==> config.mk <==
export PLATFORM = sky130hd
export DESIGN_NAME = carrier_backoff_ctl
export DESIGN_NICKNAME = d
export VERILOG_FILES = /design/src/rtl/cdb_pkg.sv /design/src/rtl/cdb_gap_timer.sv /design/src/rtl/cdb_backoff_gen.sv /design/src/rtl/carrier_backoff_ctl.sv
export SDC_FILE = /design/constraint.sdc
export NUM_CORES = 1
export LEC_CHECK = 0
export CAP_MARGIN = 20
export CORE_UTILIZATION = 40
export CTS_BUF_LIST = sky130_fd_sc_hd__clkbuf_4
export DETAILED_ROUTE_END_ITERATION = 7
export GPL_TIMING_DRIVEN = 0
export SLEW_MARGIN = 20
export SYNTH_ARGS = -nofsm -noshare
export SYNTH_HDL_FRONTEND = slang
export SYNTH_SLANG_ARGS = --single-unit
==> constraint.sdc <==
create_clock -name clk -period 5 [get_ports clk]
set_input_delay 1 -clock clk [delete_from_list [all_inputs] [get_ports clk]]
set_output_delay 1 -clock clk [all_outputs]
set_load 0.01 [all_outputs]
==> src/rtl/cdb_pkg.sv <==
package cdb_pkg;

    typedef enum logic [2:0] {
        ST_IDLE,
        ST_TX,
        ST_JAM,
        ST_BACKOFF,
        ST_DEFER
    } ctl_state_t;

    localparam int unsigned LFSR_W = 16;

    // low k bits set
    function automatic logic [LFSR_W-1:0] slot_mask(input logic [4:0] k);
        return (LFSR_W'(1) << k) - LFSR_W'(1);
    endfunction

    // x^16 + x^14 + x^13 + x^11 + 1, shift left
    function automatic logic [LFSR_W-1:0] lfsr_next(input logic [LFSR_W-1:0] s);
        return {s[LFSR_W-2:0], s[15] ^ s[13] ^ s[12] ^ s[10]};
    endfunction

endpackage

==> src/rtl/cdb_gap_timer.sv <==
module cdb_gap_timer #(
    parameter int unsigned QUAL_BITS = 60,
    parameter int unsigned FIX_BITS  = 36
) (
    input  logic clk,
    input  logic rst,
    input  logic tick,
    input  logic crs,
    input  logic hold,
    output logic gap_open
);
    localparam int unsigned TOTAL = QUAL_BITS + FIX_BITS;
    localparam int unsigned CW    = $clog2(TOTAL + 1);

    logic [CW-1:0] cnt;
    logic          in_qual;
    logic          in_fix;

    assign in_qual  = cnt < CW'(QUAL_BITS);
    assign in_fix   = !in_qual && (cnt < CW'(TOTAL));
    assign gap_open = cnt == CW'(TOTAL);

    always_ff @(posedge clk) begin
        if (rst) begin
            cnt <= CW'(TOTAL);
        end else if (hold) begin
            cnt <= '0;
        end else if (crs && !in_fix) begin
            cnt <= '0;
        end else if (tick && !gap_open) begin
            cnt <= cnt + CW'(1);
        end
    end

    assert_open_on_tick_R11: assert property (@(posedge clk) disable iff (rst)
        $rose(gap_open) |-> $past(tick));

    assert_fix_ignores_crs_R5: assert property (@(posedge clk) disable iff (rst)
        (in_fix && !hold) |=> (cnt >= $past(cnt)));

    assert_qual_restart_R4: assert property (@(posedge clk) disable iff (rst)
        (crs && in_qual && !hold && $past(gap_open)) |=> !gap_open);

endmodule

==> src/rtl/cdb_backoff_gen.sv <==
module cdb_backoff_gen
    import cdb_pkg::*;
#(
    parameter int unsigned SLOT_BITS   = 512,
    parameter int unsigned BACKOFF_CAP = 10,
    parameter logic [15:0] LFSR_SEED   = 16'hACE1
) (
    input  logic       clk,
    input  logic       rst,
    input  logic       tick,
    input  logic       load,
    input  logic [4:0] exp_k,
    output logic       done
);
    localparam int unsigned BW = $clog2(SLOT_BITS);

    logic [LFSR_W-1:0]      lfsr;
    logic [BACKOFF_CAP-1:0] slots;
    logic [BACKOFF_CAP-1:0] mask_c;
    logic [BW-1:0]          bitc;

    assign mask_c = BACKOFF_CAP'(slot_mask(exp_k));
    assign done   = slots == '0;

    always_ff @(posedge clk) begin
        if (rst) begin
            lfsr <= LFSR_SEED;
        end else begin
            lfsr <= lfsr_next(lfsr);
        end
    end

    always_ff @(posedge clk) begin
        if (rst) begin
            slots <= '0;
            bitc  <= '0;
        end else if (load) begin
            slots <= lfsr[BACKOFF_CAP-1:0] & mask_c;
            bitc  <= '0;
        end else if (tick && !done) begin
            if (bitc == BW'(SLOT_BITS - 1)) begin
                bitc  <= '0;
                slots <= slots - BACKOFF_CAP'(1);
            end else begin
                bitc <= bitc + BW'(1);
            end
        end
    end

    assert_slots_in_range_R8: assert property (@(posedge clk) disable iff (rst)
        load |=> (slots <= $past(mask_c)));

    assert_lfsr_alive_R8: assert property (@(posedge clk) disable iff (rst)
        lfsr != '0);

endmodule

==> src/rtl/carrier_backoff_ctl.sv <==
module carrier_backoff_ctl
    import cdb_pkg::*;
#(
    parameter int unsigned QUAL_BITS   = 60,
    parameter int unsigned FIX_BITS    = 36,
    parameter int unsigned JAM_BITS    = 32,
    parameter int unsigned SLOT_BITS   = 512,
    parameter int unsigned BACKOFF_CAP = 10,
    parameter int unsigned ATT_W       = 4,
    parameter logic [15:0] LFSR_SEED   = 16'hACE1
) (
    input  logic             clk,
    input  logic             rst,
    input  logic             bit_tick,
    input  logic             frame_ready,
    input  logic             crs,
    input  logic             col,
    input  logic             tx_done,
    input  logic [ATT_W-1:0] retry_limit,
    output logic             tx_start,
    output logic             tx_abort,
    output logic             tx_retry,
    output logic             excess_col
);
    localparam int unsigned JW = $clog2(JAM_BITS);

    ctl_state_t       state;
    logic [ATT_W:0]   attempts;
    logic [JW-1:0]    jcnt;
    logic             gap_open;
    logic             hold_gap;
    logic             jam_last;
    logic             over;
    logic             bo_load;
    logic             bo_done;
    logic [4:0]       bo_exp;
    logic             may_go;

    assign hold_gap = (state == ST_TX) || (state == ST_JAM);
    assign jam_last = bit_tick && (jcnt == JW'(JAM_BITS - 1));
    assign over     = attempts > {1'b0, retry_limit};
    assign bo_load  = (state == ST_JAM) && jam_last && !over;
    assign may_go   = gap_open && !crs;

    always_comb begin
        if (int'(attempts) > int'(BACKOFF_CAP)) begin
            bo_exp = 5'(BACKOFF_CAP);
        end else begin
            bo_exp = 5'(attempts);
        end
    end

    cdb_gap_timer #(
        .QUAL_BITS (QUAL_BITS),
        .FIX_BITS  (FIX_BITS)
    ) gap_i (
        .clk      (clk),
        .rst      (rst),
        .tick     (bit_tick),
        .crs      (crs),
        .hold     (hold_gap),
        .gap_open (gap_open)
    );

    cdb_backoff_gen #(
        .SLOT_BITS   (SLOT_BITS),
        .BACKOFF_CAP (BACKOFF_CAP),
        .LFSR_SEED   (LFSR_SEED)
    ) bo_i (
        .clk   (clk),
        .rst   (rst),
        .tick  (bit_tick),
        .load  (bo_load),
        .exp_k (bo_exp),
        .done  (bo_done)
    );

    always_ff @(posedge clk) begin
        if (rst) begin
            state      <= ST_IDLE;
            attempts   <= '0;
            jcnt       <= '0;
            tx_start   <= 1'b0;
            tx_abort   <= 1'b0;
            tx_retry   <= 1'b0;
            excess_col <= 1'b0;
        end else begin
            tx_start   <= 1'b0;
            tx_abort   <= 1'b0;
            tx_retry   <= 1'b0;
            excess_col <= 1'b0;
            case (state)
                ST_IDLE: begin
                    if (frame_ready && may_go) begin
                        tx_start <= 1'b1;
                        state    <= ST_TX;
                    end
                end
                ST_DEFER: begin
                    if (may_go) begin
                        tx_start <= 1'b1;
                        state    <= ST_TX;
                    end
                end
                ST_TX: begin
                    if (col) begin
                        tx_abort <= 1'b1;
                        attempts <= attempts + (ATT_W+1)'(1);
                        jcnt     <= '0;
                        state    <= ST_JAM;
                    end else if (tx_done) begin
                        attempts <= '0;
                        state    <= ST_IDLE;
                    end
                end
                ST_JAM: begin
                    if (jam_last) begin
                        if (over) begin
                            excess_col <= 1'b1;
                            attempts   <= '0;
                            state      <= ST_IDLE;
                        end else begin
                            state <= ST_BACKOFF;
                        end
                    end else if (bit_tick) begin
                        jcnt <= jcnt + JW'(1);
                    end
                end
                ST_BACKOFF: begin
                    if (bo_done) begin
                        tx_retry <= 1'b1;
                        state    <= ST_DEFER;
                    end
                end
                default: state <= ST_IDLE;
            endcase
        end
    end

    assert_start_needs_gap_R3: assert property (@(posedge clk) disable iff (rst)
        tx_start |-> $past(gap_open && !crs));

    assert_abort_after_col_R7: assert property (@(posedge clk) disable iff (rst)
        tx_abort |-> $past(col));

    assert_retry_after_wait_R8: assert property (@(posedge clk) disable iff (rst)
        tx_retry |-> $past(bo_done));

    assert_excess_exclusive_R9: assert property (@(posedge clk) disable iff (rst)
        excess_col |-> (!tx_retry && !tx_start && !tx_abort));

    assert_start_single_R2: assert property (@(posedge clk) disable iff (rst)
        tx_start |=> !tx_start);

endmodule

==> results of run 1 <==
[routing by layer]
metal | share of wire [%] | wire length, um | global-route usage, % | vias up
li1 | - | - | - | 1297
met1 | 48 | 3300 | 26.3 | 1205
met2 | 45 | 3100 | 31.4 | 67
met3 | 4.8 | 331 | 4.57 | 9
met4 | 1.4 | 98 | 6.30 | 0
met5 | 0 | 0 | 0 | -
[layout by cell type, fill, tap and decap left out, types with 2 or more instances in the layout]
cell,n
nand4b_1,3
o21ai_0,15
clkbuf_4,9
xnor2_1,7
and2_1,2
nand2b_1,8
or2_2,9
or3_1,3
inv_1,17
buf_4,2
o22ai_1,4
nor3b_1,4
and3_2,2
clkinv_2,2
clkbuf_1,12
nand3b_1,4
a221oi_1,4
nand4_1,13
nand2_1,17
and3_1,8
dfxtp_1,59
bufinv_16,2
xor2_1,16
nor2_1,28
nand3_1,10
a31oi_1,5
a21oi_1,23
clkdlybuf4s50_1,13
nor4b_1,2
nor4_1,2
nor3_1,8
nor2b_1,11
a211oi_1,6
mux2i_1,5
ha_1,13
[logic make-up (layout without fill, tap and decap cells)]
logic type / Yosys count / after routing
adder cells (fa/ha/maj): 13 / 13
buffers and inverters: 33 / 61
AND/OR/NAND/NOR: 141 / 141
AO/OA/AOI/OAI: 73 / 73
multiplexers: 6 / 6
XOR/XNOR: 23 / 23
flip-flops: 59 / 59
[how the worst max path moves through the flow]
stage,startpoint,endpoint,slack (ps),cells past startpoint
after floorplan,retry_limit[1],attempts[3]$_SDFFE_PP0P_,2310,7
after global placement,retry_limit[1],bo_i.slots[7]$_SDFFE_PP0P_,1640,9
after detailed placement,retry_limit[3],bo_i.slots[7]$_SDFFE_PP0P_,1630,8
after CTS,retry_limit[1],bo_i.slots[7]$_SDFFE_PP0P_,2050,9
after global routing,retry_limit[3],bo_i.slots[7]$_SDFFE_PP0P_,1850,8
final,retry_limit[3],bo_i.slots[7]$_SDFFE_PP0P_,2000,8
[through the flow]
step	std cells	worst slack (ps)
detailed placement	460	1630
finish	475	2000
global route	475	1850
global placement	460	1640
floorplan	348	2310
CTS	475	2050
[power groups by stage]
stage	sequential [uW]	combinational, uW	clock, uW
2_1_floorplan	521	172	0
4_1_cts	515	225	382
5_1_grt	520	253	402
3_5_place_dp	526	223	0
6_report	515	226	372
3_3_place_gp	524	220	0
[state kept, by name, summed over array words and instances (netlist names)]
register and count:
attempts 5, bo_i.bitc 9, bo_i.lfsr 16, bo_i.slots 10, excess_col 1, gap_i.cnt 7, jcnt 5, state 3
tx_abort 1, tx_retry 1, tx_start 1
[area by class of cell]
class	instances	area (sq um)	area share, %
clock inverter	6	81.3	2.38
inverter	17	63.8	1.87
multi-input combinational	256	1690	49.5
buffer	16	76.3	2.24
clock buffer	9	67.6	1.98
tap	99	124	3.63
timing repair buffer	13	130	3.81
sequential	59	1180	34.6
==> results.py, run 1 <==
metrics = {
    "worst_setup_path": {
        "path_cells": "clkdlybuf4s50_1 -> inv_1 -> ha_1 -> a211oi_1 -> a21o_1 -> clkbuf_1 -> nand2_1 -> o32ai_1",
        "crit_type": "input port to flip-flop",
        "cpMaxStageDelayCell": "clkdlybuf4s50_1",
        "r2r_setup_slack_ps": 2230,
        "cp.arrival_ps": 3310,
        "critPathMaxFanout": 10,
        "worst_r2r_path_depth": 8,
        "path_delay_family": "compound AO/OA/AOI/OAI gates",
        "r2r-start": "attempts[0]$_SDFFE_PP0P_",
        "critPathBufInv": 3,
        "cp-start-kind": "input port",
        "end_kind": "flip-flop",
        "slowest_delay_ps": 460,
        "critical_path_required_ps": 5310,
        "r2r-end": "bo_i.slots[7]$_SDFFE_PP0P_",
    },
    "sta": {
        "hold-worst-slack_ps": 421,
        "min_period_ps": 3000,
        "grt_setup_unrepaired": "false",
        "fin_tns_setup_ps": 0,
        "post-route-period-util_pct": 60.1,
        "max_freq_ghz": 0.333,
        "hold_violations": 0,
        "setup_violations": 0,
        "slew_headroom_pct": 42.7,
        "tightest_slew_ps": 855,
        "finClkSkew_ps": 26.7,
        "drv_slew": 0,
    },
    "synthesis": {
        "synth.avg_cell_area_sq_um": 8.65,
        "ys_top_cells_by_area": "dfxtp_1 39%, ha_1 5.4%, xor2_1 4.7%, a21oi_1 3.8%, nor2_1 3.5%",
        "synth_edf_count": 0,
        "yosysWarnings": 0,
        "postSynth.asyncResetShare_pct": 0,
        "synthAdderAreaFrac_pct": 5.40,
        "synth_xor_xnor_area_share_pct": 6.69,
        "netlist.area_leader.share_pct": 39.2,
        "synthMuxAreaShare_pct": 2.04,
        "synthFlopType": "dfxtp_1",
        "syn_area_sq_um": 3010,
        "synth_top_family_by_area": "simple AND/OR/NAND/NOR gates",
        "seq_area_frac_synth_pct": 39.2,
        "synth.largest_area_cell": "dfxtp_1",
        "ys_top_cells_by_count": "59 x dfxtp_1, 28 x nor2_1, 23 x a21oi_1, 17 x inv_1, 17 x nand2_1",
        "synth-compound-area-share_pct": 15.4,
        "synth_seq_cells": 59,
        "synth_fp_nets": 372,
        "ys_types": 57,
        "syn_inst": 348,
        "synthSimpleGateAreaFrac_pct": 26.6,
        "synth.most_common_cell": "dfxtp_1",
    },
    "cts": {
        "cts_htree_levels": 3,
        "ctsLongestPathBuffers": 2,
        "clock_latency_ps": 410,
        "cts_resized": 0,
        "cts.sinks": 59,
        "numCtsBuffers": 9,
        "post_cts_buffers": 0,
        "cts_tree": "yes",
        "root_buffer": "clkbuf_4",
        "ctsHoldBuffers": 0,
        "clk_pin_slew_worst_paths_ps": 100,
    },
    "route": {
        "drt_iter0_markers": 185,
        "postRouteWirelength_mm": 6.83,
        "routed-via-count": 2578,
        "firstDrtPassIters": 5,
        "vias_per_cell": 5.43,
        "drtAntennaViolNets": 0,
        "wl_per_cell_um": 14.4,
        "drc": 0,
    },
    "power": {
        "power_density_nw_per_um2": 326,
        "power.total_uw": 1110,
        "vdd_drop_max_mv": 0.165,
        "p_sw_uw": 318,
        "p_seq_share_pct": 46.3,
        "swShare_pct": 28.6,
        "cellInternalPower_uw": 794,
        "p_leak_uw": 0.00128,
        "p_comb_share_pct": 20.3,
        "clock_power_share_pct": 33.4,
    },
    "global_route": {
        "overflow": 0,
        "grt_antenna_before_repair": 0,
        "grt_util_all_layers_pct": 19.7,
        "grt_pass1_vias": 2374,
        "grt_max_degree": 11,
        "grt_pass1_wl_mm": 11.7,
    },
    "layout": {
        "antenna_cells": 0,
        "area_growth_pct": 13.4,
        "final_area_sq_um": 3410,
        "nFillCells": 749,
        "fin_nets": 396,
        "fin_util_pct": 47.1,
        "drive_gt1_share_pct": 9.04,
    },
    "hold_path": {
        "min_from": "bo_i.lfsr[14]$_SDFF_PP0_",
        "hold_end": "bo_i.lfsr[15]$_SDFF_PP1_",
        "hold_path_depth": 1,
        "min-delay-path-class": "flip-flop to flip-flop",
    },
    "placed_design": {
        "gp_congestion": 0.863,
        "port_buffers": 13,
        "postPlaceCellArea_sq_um": 3270,
        "place_hpwl_mm": 5.02,
    },
    "die": {
        "die_x_um": 88.8,
        "fp-row-count": 31,
        "io_pins": 15,
        "start_util_pct": 41.5,
        "die_h_um": 88.8,
        "core_area_sq_um": 7250,
        "fp.dieArea_sq_um": 7880,
    },
    "run_status": {
        "status": "complete, no violations",
    },
    "flow_run": {
        "maxCapViolCount": 0,
    },
}
Power figures use the tool's default switching activity.
==> run 2: changes to the inputs <==
==> constraint.sdc (replaced) <==
create_clock -name clk -period 2.9 [get_ports clk]
set_input_delay 0.58 -clock clk [delete_from_list [all_inputs] [get_ports clk]]
set_output_delay 0.58 -clock clk [all_outputs]
set_load 0.01 [all_outputs]
==> results.py, run 2 (synthesized netlist as in run 1, its figures left out) <==
metrics = {
    "hold_path": {
        "min-delay-path-class": "flip-flop to flip-flop",
    },
    "route": {
        "postRouteWirelength_mm": 6.86,
        "wl_per_cell_um": 14.4,
        "routed-via-count": 2539,
        "vias_per_cell": 5.35,
        "drc": 0,
        "firstDrtPassIters": 4,
        "drt_iter0_markers": 155,
        "drtAntennaViolNets": 0,
    },
    "layout": {
        "fin_nets": 396,
        "final_common_cell": "dfxtp_1",
        "area_growth_pct": 13.5,
        "largest_register_ffs": 16,
        "layout_common_cells": "59 x dfxtp_1, 28 x nor2_1, 22 x a21oi_1",
        "antenna_cells": 0,
        "nFillCells": 752,
        "drive_gt1_share_pct": 9.57,
        "final_area_sq_um": 3420,
        "reg.largest.list": "bo_i.lfsr: 16 flops, bo_i.slots: 10 flops, bo_i.bitc: 9 flops",
        "regMostFlops": "bo_i.lfsr",
    },
    "sta": {
        "hold-worst-slack_ps": 421,
        "max_freq_ghz": 0.380,
        "hold_violations": 0,
        "worst_slack_ps": 268,
        "min_period_ps": 2630,
        "post-route-period-util_pct": 90.7,
        "tightest_slew_ps": 855,
        "grt_setup_unrepaired": "false",
        "slew_headroom_pct": 42.7,
        "drv_slew": 0,
        "setup_violations": 0,
        "fin_tns_setup_ps": 0,
        "finClkSkew_ps": 24.0,
    },
    "placed_design": {
        "gp_congestion": 0.863,
        "dpl_worst_slack_ps": -46.9,
        "place_hpwl_mm": 5.02,
        "port_buffers": 13,
        "postPlaceCellArea_sq_um": 3270,
    },
    "run_status": {
        "status": "complete, no violations",
    },
    "worst_setup_path": {
        "crit_type": "input port to flip-flop",
        "cp-start-kind": "input port",
        "critical_path_required_ps": 3210,
        "critPathMaxFanout": 10,
        "cp.arrival_ps": 2940,
        "end_kind": "flip-flop",
    },
    "die": {
        "fp.dieArea_sq_um": 7880,
        "core_area_sq_um": 7250,
        "io_pins": 15,
        "die_h_um": 88.8,
        "fp-row-count": 31,
        "die_x_um": 88.8,
        "start_util_pct": 41.5,
    },
    "power": {
        "p_leak_uw": 0.00128,
        "power_density_nw_per_um2": 561,
        "vdd_drop_max_mv": 0.285,
    },
    "cts": {
        "clock_latency_ps": 400,
        "cts_tree": "yes",
        "numCtsBuffers": 9,
        "cts.sinks": 59,
        "clk_pin_slew_worst_paths_ps": 100,
        "root_buffer": "clkbuf_4",
        "cts_htree_levels": 3,
        "ctsLongestPathBuffers": 2,
        "ctsHoldBuffers": 0,
    },
    "global_route": {
        "overflow": 0,
        "grt_util_all_layers_pct": 19.7,
        "grt_pass1_vias": 2374,
        "grt_antenna_before_repair": 0,
        "grt_pass1_wl_mm": 11.7,
        "grt_max_degree": 11,
    },
    "flow_run": {
        "maxCapViolCount": 0,
    },
}
==> run 2: cell counts in the layout (fill, tap and decap cells not counted) <==
Identical to the previous run, type by type.
==> run 2: power breakdown <==
part           total (uW)  internal, uW  leakage [uW]  switching [uW]
Sequential            889           856      0.000481            33.8
Combinational         390           175      0.000724             215
Clock                 638           339     0.0000792             299
Total                1920          1370       0.00128             547
==> run 2: through the flow <==
step,utilization [%],std cells,power [uW]
2_1_floorplan,-,348,1190
3_3_place_gp,45.0,460,1280
3_5_place_dp,45.0,460,1290
4_1_cts,47.1,475,1940
5_1_grt,47.1,475,2030
6_report,47.1,475,1920
==> run 2: path summary, 6_finish.rpt <==
path / from / endpoint / slack, ps / depth (start not counted)
min reg2reg: bo_i.lfsr[14]$_SDFF_PP0_ / bo_i.lfsr[15]$_SDFF_PP1_ / 420 / 1
max reg2reg: attempts[3]$_SDFFE_PP0P_ / bo_i.slots[4]$_SDFFE_PP0P_ / 290 / 10
min: bo_i.lfsr[14]$_SDFF_PP0_ / bo_i.lfsr[15]$_SDFF_PP1_ / 420 / 1
max: retry_limit[3] / bo_i.slots[7]$_SDFFE_PP0P_ / 270 / 8
==> run 2: worst max-delay path, cell delays in order <==
cell and delay (ps):
clkdlybuf4s50_1 460, inv_1 40, ha_1 330, a211oi_1 380, a21o_1 240, clkbuf_1 330
nand2_1 270, o32ai_1 310
==> run 2: per-layer routing <==
metal  vias to the layer above  track usage (%)  share of wire (%)
met5                         -                0                  0
met3                         8             4.57                3.2
met4                         0             6.30                1.4
met1                      1192             26.3                 50
met2                        43             31.4                 46
li1                       1296                -                  -
==> run 2: cell type report <==
type | count | area (sq um) | share of cell area (%)
buffer | 16 | 77.6 | 2.27
multi-input combinational | 256 | 1690 | 49.5
tap | 99 | 124 | 3.62
inverter | 17 | 63.8 | 1.87
clock inverter | 6 | 81.3 | 2.38
sequential | 59 | 1180 | 34.5
clock buffer | 9 | 67.6 | 1.98
timing repair buffer | 13 | 130 | 3.81
==> run 2: timing repair <==
item | in CTS | in global routing
buffers inserted | 0 | 0
hold endpoints to repair | 0 | 0
endpoints found under the setup margin | 0 | 8
gates resized for setup | 0 | 3
==> run 3: changes to the inputs <==
--- a/config.mk
+++ b/config.mk
@@ -10,6 +10,7 @@
 export CTS_BUF_LIST = sky130_fd_sc_hd__clkbuf_4
 export DETAILED_ROUTE_END_ITERATION = 7
 export GPL_TIMING_DRIVEN = 0
+export PLACE_DENSITY = 0.6
 export SLEW_MARGIN = 20
 export SYNTH_ARGS = -nofsm -noshare
 export SYNTH_HDL_FRONTEND = slang
==> results of run 3 <==
No change in the layout: final DEF, timing and power equal those of run 2.
